===== config.mk =====
export PLATFORM = sky130hd
export DESIGN_NAME = dma_chain_chan
export DESIGN_NICKNAME = d
export VERILOG_FILES = /design/src/rtl/dma_chain_pkg.sv /design/src/rtl/dma_beat_size.sv /design/src/rtl/dma_wait_timer.sv /design/src/rtl/dma_chain_chan.sv
export SDC_FILE = /design/constraint.sdc
export NUM_CORES = 1
export LEC_CHECK = 0
export BUFFER_PORTS_ARGS = -buffer_cell sky130_fd_sc_hd__buf_2
export CELL_PAD_IN_SITES_DETAIL_PLACEMENT = 1
export CELL_PAD_IN_SITES_GLOBAL_PLACEMENT = 1
export CORE_UTILIZATION = 46
export CTS_CLUSTER_SIZE = 10
export DETAILED_ROUTE_END_ITERATION = 7
export GPL_ROUTABILITY_DRIVEN = 1
export PLACE_DENSITY = 0.86
export SLEW_MARGIN = 30
export SYNTH_ARGS = -nofsm -noshare
export SYNTH_HDL_FRONTEND = slang
export SYNTH_HIERARCHICAL = 1
export SYNTH_SLANG_ARGS = --single-unit

===== constraint.sdc =====
create_clock -name clk_i -period 4.8 [get_ports clk_i]
set_input_delay 0.24 -clock clk_i [delete_from_list [all_inputs] [get_ports clk_i]]
set_output_delay 0.24 -clock clk_i [all_outputs]
set_load 0.03 [all_outputs]

===== src/rtl/dma_chain_pkg.sv =====
package dma_chain_pkg;
  typedef enum logic [2:0] {
    S_IDLE, S_FETCH, S_CHECK, S_RD, S_WR, S_WAIT, S_WB, S_NEXT
  } dma_state_e;

  localparam logic [2:0] RA_MODE  = 3'd0;
  localparam logic [2:0] RA_HADDR = 3'd1;
  localparam logic [2:0] RA_LADDR = 3'd2;
  localparam logic [2:0] RA_COUNT = 3'd3;
  localparam logic [2:0] RA_PTR   = 3'd4;
  localparam logic [2:0] RA_CMD   = 3'd5;

  localparam int MB_CHAIN    = 9;
  localparam int MB_DONE_IRQ = 10;
  localparam int MB_HOLD     = 11;
  localparam int MB_CLRCNT   = 16;

  localparam int PB_HOST = 0;
  localparam int PB_END  = 1;
  localparam int PB_LINK = 2;
  localparam int PB_DIR  = 3;

  localparam int CB_EN     = 0;
  localparam int CB_START  = 1;
  localparam int CB_ABORT  = 2;
  localparam int CB_CLRIRQ = 3;
endpackage


===== src/rtl/dma_beat_size.sv =====
module dma_beat_size #(
  parameter int CNT_W = 23
) (
  input  logic [1:0]       width_i,
  input  logic [CNT_W-1:0] remain_i,
  output logic [2:0]       step_o
);
  logic [2:0] full;
  always_comb begin
    case (width_i)
      2'd0:    full = 3'd1;
      2'd1:    full = 3'd2;
      default: full = 3'd4;
    endcase
    step_o = (remain_i < CNT_W'(full)) ? remain_i[2:0] : full;
  end
endmodule


===== src/rtl/dma_wait_timer.sv =====
module dma_wait_timer #(
  parameter int WS_W = 4
) (
  input  logic            clk_i,
  input  logic            rst_ni,
  input  logic            load_i,
  input  logic [WS_W-1:0] val_i,
  input  logic            run_i,
  output logic            expired_o
);
  logic [WS_W-1:0] cnt_q;
  always_ff @(posedge clk_i or negedge rst_ni) begin
    if (!rst_ni)                   cnt_q <= '0;
    else if (load_i)               cnt_q <= val_i - WS_W'(1);
    else if (run_i && cnt_q != '0) cnt_q <= cnt_q - WS_W'(1);
  end
  assign expired_o = (cnt_q == '0);
endmodule


===== src/rtl/dma_chain_chan.sv =====
module dma_chain_chan
  import dma_chain_pkg::*;
#(
  parameter int ADDR_W = 32,
  parameter int CNT_W  = 23,
  parameter int WS_W   = 4
) (
  input  logic              clk_i,
  input  logic              rst_ni,
  input  logic              reg_we_i,
  input  logic [2:0]        reg_addr_i,
  input  logic [31:0]       reg_wdata_i,
  output logic [31:0]       reg_rdata_o,
  output logic              mem_req_o,
  output logic              mem_we_o,
  output logic              mem_space_o,
  output logic [ADDR_W-1:0] mem_addr_o,
  output logic [2:0]        mem_bytes_o,
  output logic [31:0]       mem_wdata_o,
  input  logic              mem_ack_i,
  input  logic [31:0]       mem_rdata_i,
  output logic              irq_o
);
  localparam int WS_LO = 2;

  dma_state_e        st_q;
  logic [31:0]       mode_q, nxt_q, buf_q;
  logic [ADDR_W-1:0] haddr_q, laddr_q, dptr_q;
  logic [CNT_W-1:0]  cnt_q;
  logic [1:0]        idx_q;
  logic en_q, busy_q, done_q, abrt_q, irq_q, abort_pend_q;
  logic dir_q, last_q, link_q;

  logic [2:0]        step;
  logic [WS_W-1:0]   ws;
  logic              wait_exp, wait_load;
  logic [ADDR_W-1:0] desc_base;
  logic              cmd_wr;

  assign ws        = mode_q[WS_LO+WS_W-1:WS_LO];
  assign desc_base = {dptr_q[ADDR_W-1:4], 4'h0};
  assign wait_load = (st_q == S_WR) && mem_ack_i && (ws != '0);
  assign cmd_wr    = reg_we_i && (reg_addr_i == RA_CMD);

  dma_beat_size #(.CNT_W(CNT_W)) u_beat (
    .width_i (mode_q[1:0]),
    .remain_i(cnt_q),
    .step_o  (step)
  );

  dma_wait_timer #(.WS_W(WS_W)) u_wait (
    .clk_i    (clk_i),
    .rst_ni   (rst_ni),
    .load_i   (wait_load),
    .val_i    (ws),
    .run_i    (st_q == S_WAIT),
    .expired_o(wait_exp)
  );

  // memory master outputs
  always_comb begin
    mem_req_o   = 1'b0;
    mem_we_o    = 1'b0;
    mem_space_o = 1'b0;
    mem_addr_o  = '0;
    mem_bytes_o = 3'd4;
    mem_wdata_o = '0;
    case (st_q)
      S_FETCH: begin
        mem_req_o   = 1'b1;
        mem_space_o = dptr_q[PB_HOST];
        mem_addr_o  = desc_base + ADDR_W'({idx_q, 2'b00});
      end
      S_RD: begin
        mem_req_o   = 1'b1;
        mem_space_o = ~dir_q;
        mem_addr_o  = dir_q ? laddr_q : haddr_q;
        mem_bytes_o = step;
      end
      S_WR: begin
        mem_req_o   = 1'b1;
        mem_we_o    = 1'b1;
        mem_space_o = dir_q;
        mem_addr_o  = dir_q ? haddr_q : laddr_q;
        mem_bytes_o = step;
        mem_wdata_o = buf_q;
      end
      S_WB: begin
        mem_req_o   = 1'b1;
        mem_we_o    = 1'b1;
        mem_space_o = dptr_q[PB_HOST];
        mem_addr_o  = desc_base + ADDR_W'(8);
      end
      default: ;
    endcase
  end

  always_comb begin
    case (reg_addr_i)
      RA_MODE:  reg_rdata_o = mode_q;
      RA_HADDR: reg_rdata_o = 32'(haddr_q);
      RA_LADDR: reg_rdata_o = 32'(laddr_q);
      RA_COUNT: reg_rdata_o = 32'(cnt_q);
      RA_PTR:   reg_rdata_o = 32'(dptr_q);
      RA_CMD:   reg_rdata_o = {25'd0, busy_q, abrt_q, done_q, 3'd0, en_q};
      default:  reg_rdata_o = '0;
    endcase
  end

  assign irq_o = irq_q;

  always_ff @(posedge clk_i or negedge rst_ni) begin
    if (!rst_ni) begin
      st_q <= S_IDLE;
      mode_q <= '0; nxt_q <= '0; buf_q <= '0;
      haddr_q <= '0; laddr_q <= '0; dptr_q <= '0; cnt_q <= '0; idx_q <= '0;
      en_q <= 1'b0; busy_q <= 1'b0; done_q <= 1'b0; abrt_q <= 1'b0;
      irq_q <= 1'b0; abort_pend_q <= 1'b0;
      dir_q <= 1'b0; last_q <= 1'b0; link_q <= 1'b0;
    end else begin
      if (reg_we_i) begin
        case (reg_addr_i)
          RA_MODE:  mode_q  <= reg_wdata_i;
          RA_HADDR: haddr_q <= ADDR_W'(reg_wdata_i);
          RA_LADDR: laddr_q <= ADDR_W'(reg_wdata_i);
          RA_COUNT: cnt_q   <= reg_wdata_i[CNT_W-1:0];
          RA_PTR:   dptr_q  <= ADDR_W'(reg_wdata_i);
          default: ;
        endcase
      end
      if (cmd_wr) begin
        if (reg_wdata_i[CB_ABORT]) begin
          if (busy_q) abort_pend_q <= 1'b1;
        end else begin
          en_q <= reg_wdata_i[CB_EN];
        end
        if (reg_wdata_i[CB_CLRIRQ]) irq_q <= 1'b0;
        if (reg_wdata_i[CB_EN] && reg_wdata_i[CB_START] && !reg_wdata_i[CB_ABORT] && !busy_q) begin
          busy_q <= 1'b1;
          done_q <= 1'b0;
          abrt_q <= 1'b0;
          dir_q  <= dptr_q[PB_DIR];
          last_q <= 1'b1;
          link_q <= 1'b0;
          idx_q  <= '0;
          st_q   <= mode_q[MB_CHAIN] ? S_FETCH : S_CHECK;
        end
      end

      case (st_q)
        S_FETCH: if (mem_ack_i) begin
          idx_q <= idx_q + 2'd1;
          case (idx_q)
            2'd0: haddr_q <= ADDR_W'(mem_rdata_i);
            2'd1: laddr_q <= ADDR_W'(mem_rdata_i);
            2'd2: cnt_q   <= mem_rdata_i[CNT_W-1:0];
            default: begin
              nxt_q  <= mem_rdata_i;
              dir_q  <= mem_rdata_i[PB_DIR];
              last_q <= mem_rdata_i[PB_END];
              link_q <= mem_rdata_i[PB_LINK];
              st_q   <= S_CHECK;
            end
          endcase
        end
        S_CHECK: begin
          if (abort_pend_q) begin
            st_q <= S_IDLE; busy_q <= 1'b0; done_q <= 1'b1; abrt_q <= 1'b1;
            abort_pend_q <= 1'b0;
            if (mode_q[MB_DONE_IRQ]) irq_q <= 1'b1;
          end else if (en_q) begin
            if (cnt_q == '0) begin
              if (link_q && mode_q[MB_CHAIN]) irq_q <= 1'b1;
              st_q <= (mode_q[MB_CHAIN] && mode_q[MB_CLRCNT]) ? S_WB : S_NEXT;
            end else begin
              st_q <= S_RD;
            end
          end
        end
        S_RD: if (mem_ack_i) begin
          buf_q <= mem_rdata_i;
          st_q  <= S_WR;
        end
        S_WR: if (mem_ack_i) begin
          haddr_q <= haddr_q + ADDR_W'(step);
          if (!mode_q[MB_HOLD]) laddr_q <= laddr_q + ADDR_W'(step);
          cnt_q <= cnt_q - CNT_W'(step);
          st_q  <= (ws != '0) ? S_WAIT : S_CHECK;
        end
        S_WAIT: if (wait_exp) st_q <= S_CHECK;
        S_WB: if (mem_ack_i) st_q <= S_NEXT;
        S_NEXT: begin
          if (last_q || abort_pend_q) begin
            st_q <= S_IDLE; busy_q <= 1'b0; done_q <= 1'b1; abrt_q <= abort_pend_q;
            abort_pend_q <= 1'b0;
            if (mode_q[MB_DONE_IRQ]) irq_q <= 1'b1;
          end else if (en_q) begin
            dptr_q <= ADDR_W'(nxt_q);
            idx_q  <= '0;
            st_q   <= S_FETCH;
          end
        end
        default: ;
      endcase
    end
  end
endmodule


## Word-level counts from Yosys, hierarchy flattened

Cells that the tools add are included.

- Bits in registers: 233
- Bits in latches: 0
- Bits in writable memories: 0
- ROM bits: 0
- Bits of input ports: 71
- Output and inout port bits: 103
- Word-level logic and storage cells: 180
- Memories: 0

- $add $sub $neg: 8
- $mul: 0
- Divide/modulo/power cells: 0
- Order comparisons: 1
- Eq/ne operators: 15
- Shift-type cells: 0
- Multiplexer cells: 105
- Bitwise operators: 3
- Reduce and logical (&&, ||, !) cells: 29

Operators by type and width:

| kind | count |
|---|---|
| 32-bit two-way mux | 19 |
| 32-bit one-hot mux with 6 select lines | 1 |
| 32-bit one-hot mux with 2 select lines | 2 |
| 32-bit one-hot mux with 4 select lines | 1 |
| 23-bit two-way mux | 5 |
| 32-bit by 3-bit adder with 32-bit output | 2 |
| 3-bit two-way mux | 16 |
| 23-bit one-hot mux with 2 select lines | 1 |
| 1-bit two-way mux | 43 |
| 32-bit by 4-bit adder with 32-bit output | 1 |
| 32-bit by 4-bit adder with 32-bit output (second input constant) | 1 |
| 23-bit logical NOT | 1 |
| 23-bit by 3-bit less-than comparator with 1-bit output | 1 |
| 23-bit by 3-bit subtractor with 23-bit output | 1 |
| 3-bit one-hot mux with 7 select lines | 1 |
| 3-bit == test (second input constant) | 6 |
| 3-bit by 2-bit == test with 1-bit output (second input constant) | 4 |
| 2-bit two-way mux | 6 |
| 1-bit one-hot mux with 2 select lines | 5 |
| 1-bit logical AND | 9 |
| 4-bit two-way mux | 2 |
| 4-bit nonzero test | 2 |
| 4-bit by 1-bit subtractor with 4-bit output (second input constant) | 2 |
| 3-bit by 1-bit == test with 1-bit output (second input constant) | 2 |
| 18 further kinds | 27 |

## Depth between registers and ports, before layout

- Word-level depth: 8
- Mapped depth: 16
- Mapped depth without buffers: 15

## Cells and area by module

The synthesis kept the hierarchy.

Modules (own cells, without submodules):

| module | instances | cells each | area an instance (sq um) | sequential area each (sq um) |
|---|---|---|---|---|
| dma_chain_chan | 1 | 1650 | 14662.8 | 5730.5 |
| dma_wait_timer | 1 | 26 | 262.8 | 100.1 |
| dma_beat_size | 1 | 19 | 136.4 | 0.0 |

## Least setup slack after synthesis

OpenSTA, ideal clock, no wires.

- Kind: flip-flop to flip-flop
- From: register mode_q[1]
- To: register haddr_q[30]
- Library setup time: 0.069 ns
- Arrival time: 3.540 ns
- Data required time: 4.731 ns
- Path slack: 1.191 ns
- Stages on the path, launching flop included: 15
- Path buffers: 1
- Period minus slack after synthesis: 3.609 ns
- Cells stage by stage: dfrtp_1 -> inv_1 -> ha_1 -> a211oi_1 -> nand3_1 -> nor2_2 -> mux2i_1 -> inv_1 -> fa_1 -> nor2b_1 -> o211a_1 -> clkbuf_1 -> nand3_1 -> or4_1 -> nand3_1

- Word-level cells in the longest chain between the ends: 7
- Elaborated cells between the ends (all ways): 8
- Classes of those cells: add/sub: 1; order compare: 1; eq/ne: 1; mux: 4; reduce/logical: 1

RTL lines:

| what | line | text |
|---|---|---|
| start: declaration | dma_chain_chan.sv:27 | `logic [31:0] mode_q, nxt_q, buf_q;` |
| start signal: assignment | dma_chain_chan.sv:123 | `RA_MODE: mode_q <= reg_wdata_i;` |
| 2-bit by 1-bit == test with 1-bit output / 2-bit logical NOT (equally long branches) | dma_beat_size.sv:10 | `case (width_i)` |
| 3-bit one-hot mux with 2 select lines (*) | dma_beat_size.sv:10 |  |
| 23-bit by 3-bit less-than comparator with 1-bit output | dma_beat_size.sv:15 | `step_o = (remain_i < CNT_W'(full)) ? remain_i[2:0] : full;` |
| 3-bit two-way mux (*) | dma_beat_size.sv:15 |  |
| net step[1] | dma_chain_chan.sv:34 | `logic [2:0] step;` |
| 32-bit by 3-bit adder with 32-bit output (*) | dma_chain_chan.sv:185 | `haddr_q <= haddr_q + ADDR_W'(step);` |
| 32-bit two-way mux (*) | dma_chain_chan.sv:184 | `S_WR: if (mem_ack_i) begin` |
| 32-bit one-hot mux with 2 select lines (*) | dma_chain_chan.sv:150 | `case (st_q)` |
| end signal: assignment | dma_chain_chan.sv:124 | `RA_HADDR: haddr_q <= ADDR_W'(reg_wdata_i);` |
| end signal: assignment | dma_chain_chan.sv:154 | `2'd0: haddr_q <= ADDR_W'(mem_rdata_i);` |
| end signal: assignment | dma_chain_chan.sv:185 |  |
| end: declaration | dma_chain_chan.sv:28 | `logic [ADDR_W-1:0] haddr_q, laddr_q, dptr_q;` |

Mark *: on every way through the listed nets, which the timed path passes. The rest lies on a longest branch.
A chain may end at the register's enable or synchronous reset.

## Worst setup path after layout

- From: register mode_q[1]
- To: register haddr_q[31]

Same word-level chain as after synthesis.

==> impl_results.md <==
* Type of the worst setup path: reg2reg
* WL/cell at 27.7 µm
* Cell repeated most along the worst path: nand3_1
* Post-cts resize count at 0
* Row count at 65
* Crit path time final at 4.12 ns
* Final number of setup-violating endpoints at 0
* Sequential share of the synthesized area at 38.7%
* H-tree Lvls at 1
* Worst Setup End Kind: flip-flop
* 1st-pass router iterations at 6
* Hold_ws at a little under 0.009 ns
* WL met2 at approximately 30 mm
* Critical-path cell list: inv_1, ha_1, a211oi_1, nand3_1, nor2_2, mux2_2, ha_1, and3_1, o311a_1, nand3_1, or4_1, nand3_1
* CTS tree: yes
* Total GRT Usage at between 30% and 40%
* Crit path arrival time at 4.61 ns
* Endpoints failing hold at 0
* Sw frac at a little under half
* Max stage delay on crit path at roughly 0.74 ns
* FMAX at approximately 240 MHz
* Number of global-route vias before repair at 16000
* Post-Syn Area at 15100 µm²
* Area leader, netlist: dfrtp_1
* Die area at around 33000 µm²
* Die H at 183 µm
* Final std cells w/o fill at 2296
* Final WL at roughly 64 mm
* Met1 WL at 25.2 mm
* Max-slew violation count at 0
* Area Overhead vs Synth at 17.3%
* Buffers added on ports at between 150 and 200
* Num CTS Buffers at 29
* RSZ-0062 raised after global routing: no
* Initial Util at 47.2%
* Synth Register Bits at ~230
* Initial antenna violation count at 0
* Maxcap violations at 0
* Clk_lat worst skew at about 0.57 ns
* Slowest CP cell: o311a_1
* Largest vdd supply drop at roughly 0.00033 V
* Worst-Margin Slew at approximately 1.0 ns
* Final Wtd Congestion at 0.949
* CTS clk-pin slew, worst paths at about 0.06 ns
* Sequential power share at about a third
* Power Internal at slightly above 6 mW
* Global-route wire length before repair at just under 100 mm
* Routed vias/inst at about 6.6
* Post-synth EDFFs at 0
* Synthesized net count at about 1800
* Top layer in use: met4
* Antenna cell count at 0
* Pin count of the biggest net entering global routing at around 110
* DP HPWL at approximately 42 mm
* R2R Setup Slk at 0.68 ns
* Floorplan core area at ~32000 µm²
* DR WL met3 at 4.94 mm
* CP startpoint kind: flip-flop
* Share of total power in combinational logic at 47.6%
* Max-slew headroom at between 30% and 40%
* P_sw at approximately 5.5 mW
* Post-synth cell types at 76
* Post-synth ARST share at between 90% and 100%
* Placed cell areas at 16400 µm²
* Crit-path max FO at 10
* Status: finished clean
* Hold/Removal Path Class: in2reg
* Main synth FF type: dfrtp_1
* Hold Startpoint: reg_wdata_i[10]
* GRT overflow at 0
* DR iter-0 viols at roughly 1500
* Placed cells at 2212
* Reg-to-Reg Start: mode_q[1]
* Synth warn at 6
* Worst setup path startpoint: mode_q[1]
* Clock power frac at between 15 and 20%
* Root Driver: clkbuf_16
* Crit share post-route at a little under nine tenths
* I/O pin count at around 170
* DR vias at approximately 15000
* Synth area leaders: dfrtp_1, mux2i_1, nand2_1
* Post-Route Skew at between 0.015 and 0.02 ns
* Finished Cell Area at 17700 µm²
* Antenna-violating nets left at 0
* Layout Nets at around 1900
* CTS max path bufs at 3
* Sum Neg Setup Slack at 0 ns
* Mean post-synth cell area at approximately 8.9 µm²
* Pwr dens at 655 nW/µm²
* Lkg Pwr at about 7.9 nW
* Critical path required time at 5.28 ns
* Ratio of cells with drive above 1 in the final layout at between 15 and 20%
* Die W at around 180 µm
* Post-route DRC at 0
* Clk sinks at about 230
* Syn Inst Count at 1695
* Post-synth top area share at approximately two fifths
[worst paths after layout]
kind	endpoint	depth (start not counted)
worst max-delay path	haddr_q[31]	12
worst min-delay path	mode_q[10]	2
worst max register to register	haddr_q[31]	12
worst min register to register	nxt_q[25]	2
max in group asynchronous	mode_q[19]	3
min in group asynchronous	u_wait/cnt_q[2]	2
[state kept, by name (all words and copies together) (netlist names)]
| signal | count |
|---|---|
| last_q | 1 |
| haddr_q | 32 |
| dptr_q | 32 |
| dir_q | 1 |
| cnt_q | 23 |
| mode_q | 32 |
| irq_o | 1 |
| en_q | 1 |
| nxt_q | 32 |
| st_q | 3 |
| done_q | 1 |
| idx_q | 2 |
| laddr_q | 32 |
| u_wait/cnt_q | 4 |
| abrt_q | 1 |
| busy_q | 1 |
| link_q | 1 |
| buf_q | 32 |
| abort_pend_q | 1 |
[cell usage after synthesis (5+ instances only)]
| cell type | number |
|---|---|
| or3_1 | 8 |
| nor2_1 | 110 |
| clkbuf_1 | 101 |
| xor2_1 | 30 |
| buf_2 | 21 |
| o21ai_0 | 90 |
| dfrtp_1 | 233 |
| nor3_1 | 17 |
| ha_1 | 16 |
| mux2_2 | 81 |
| nor2b_1 | 11 |
| and4_1 | 6 |
| and2_1 | 39 |
| nand3_1 | 34 |
| mux2i_1 | 121 |
| xnor2_1 | 48 |
| a21oi_1 | 132 |
| nand4_1 | 20 |
| inv_1 | 47 |
| a22oi_1 | 29 |
| buf_1 | 8 |
| and3_1 | 20 |
| a221o_1 | 8 |
| nor4_1 | 26 |
| a222oi_1 | 29 |
| a31oi_1 | 5 |
| nand2b_1 | 6 |
| o221ai_1 | 39 |
| nand2_1 | 252 |
| o22ai_1 | 16 |
| o211ai_1 | 11 |
[logic make-up (layout without fill, tap and decap cells)]
family,Yosys count,after routing,synth area share [%]
adders and majority gates,19,19,1.73
muxes,205,205,14.5
xor gates and xnor gates,78,78,4.54
AOI/OAI and AO/OA,392,392,16.8
buffers and inverters,180,346,4.68
and+or+nand+nor,588,588,19.0
DFF,233,233,38.7
[cells in the final DEF, fill, tap and decap left out, drive strengths merged, types with 17 or more instances in the layout]
cell / synthesis / layout
xnor2: 48 / 48
clkbuf: 103 / 43
nor4: 29 / 29
and3: 21 / 21
nand3: 34 / 34
xor2: 30 / 30
nand2: 252 / 252
nor2: 111 / 111
and2: 39 / 39
dfrtp: 233 / 233
o221ai: 39 / 39
o21ai: 92 / 92
mux2i: 121 / 121
inv: 47 / 48
mux2: 81 / 81
nor3: 17 / 17
nand4: 22 / 22
a22oi: 30 / 30
a21oi: 133 / 133
dlygate4sd3: 0 / 39
buf: 29 / 214
a222oi: 29 / 29
[routing by layer]
layer  vias to the layer above  global-route usage (%)
li1                       6436                       -
met1                      7742                    47.8
met2                       847                    62.1
met3                       215                    6.61
met4                         0                    20.6
met5                         -                       0
[power by group through the flow]
stage | combinational (mW) | clock [mW] | sequential [mW]
after floorplan | 3.86 | 0 | 3.45
final | 5.51 | 2.10 | 3.96
after CTS | 5.42 | 2.11 | 3.91
after detailed placement | 5.34 | 0 | 3.93
after global placement | 5.09 | 0 | 3.85
after global routing | 5.90 | 2.17 | 4.06
[worst max-delay path, delay by kind of cell, from the launching register on]
| kind | cells | cell delay [ns] |
|---|---|---|
| compound gates | 2 | 0.98 |
| flops | 1 | 0.44 |
| mux | 1 | 0.41 |
| fa+ha+maj | 2 | 0.65 |
| simple gates | 6 | 1.49 |
| buf+inv | 1 | 0.09 |
[final cells by class]
type / instances / area (µm²)
fillers: 3710 / 14200
multi-input cells: 1282 / 8640
flip-flops and latches: 233 / 5830
repair buffers: 253 / 1600
clock buffers: 43 / 858
well taps: 435 / 544
inverters: 48 / 180
clock inverters: 2 / 16.3
[through the flow]
stage               total power [mW]  utilization, %  setup WS, ns
CTS                             11.4            55.4         0.735
floorplan                       7.30               -          1.19
global placement                8.93            51.3         0.870
detailed placement              9.27            51.4         0.774
global route                    12.1            55.4         0.493
finish                          11.6            55.4         0.675
[timing repair]
item / in CTS / in global routing
endpoints found under the hold margin: 121 / 0
hold buffers: 39 / 0
setup buffers: 0 / 0
Power figures use the tool's default switching activity.
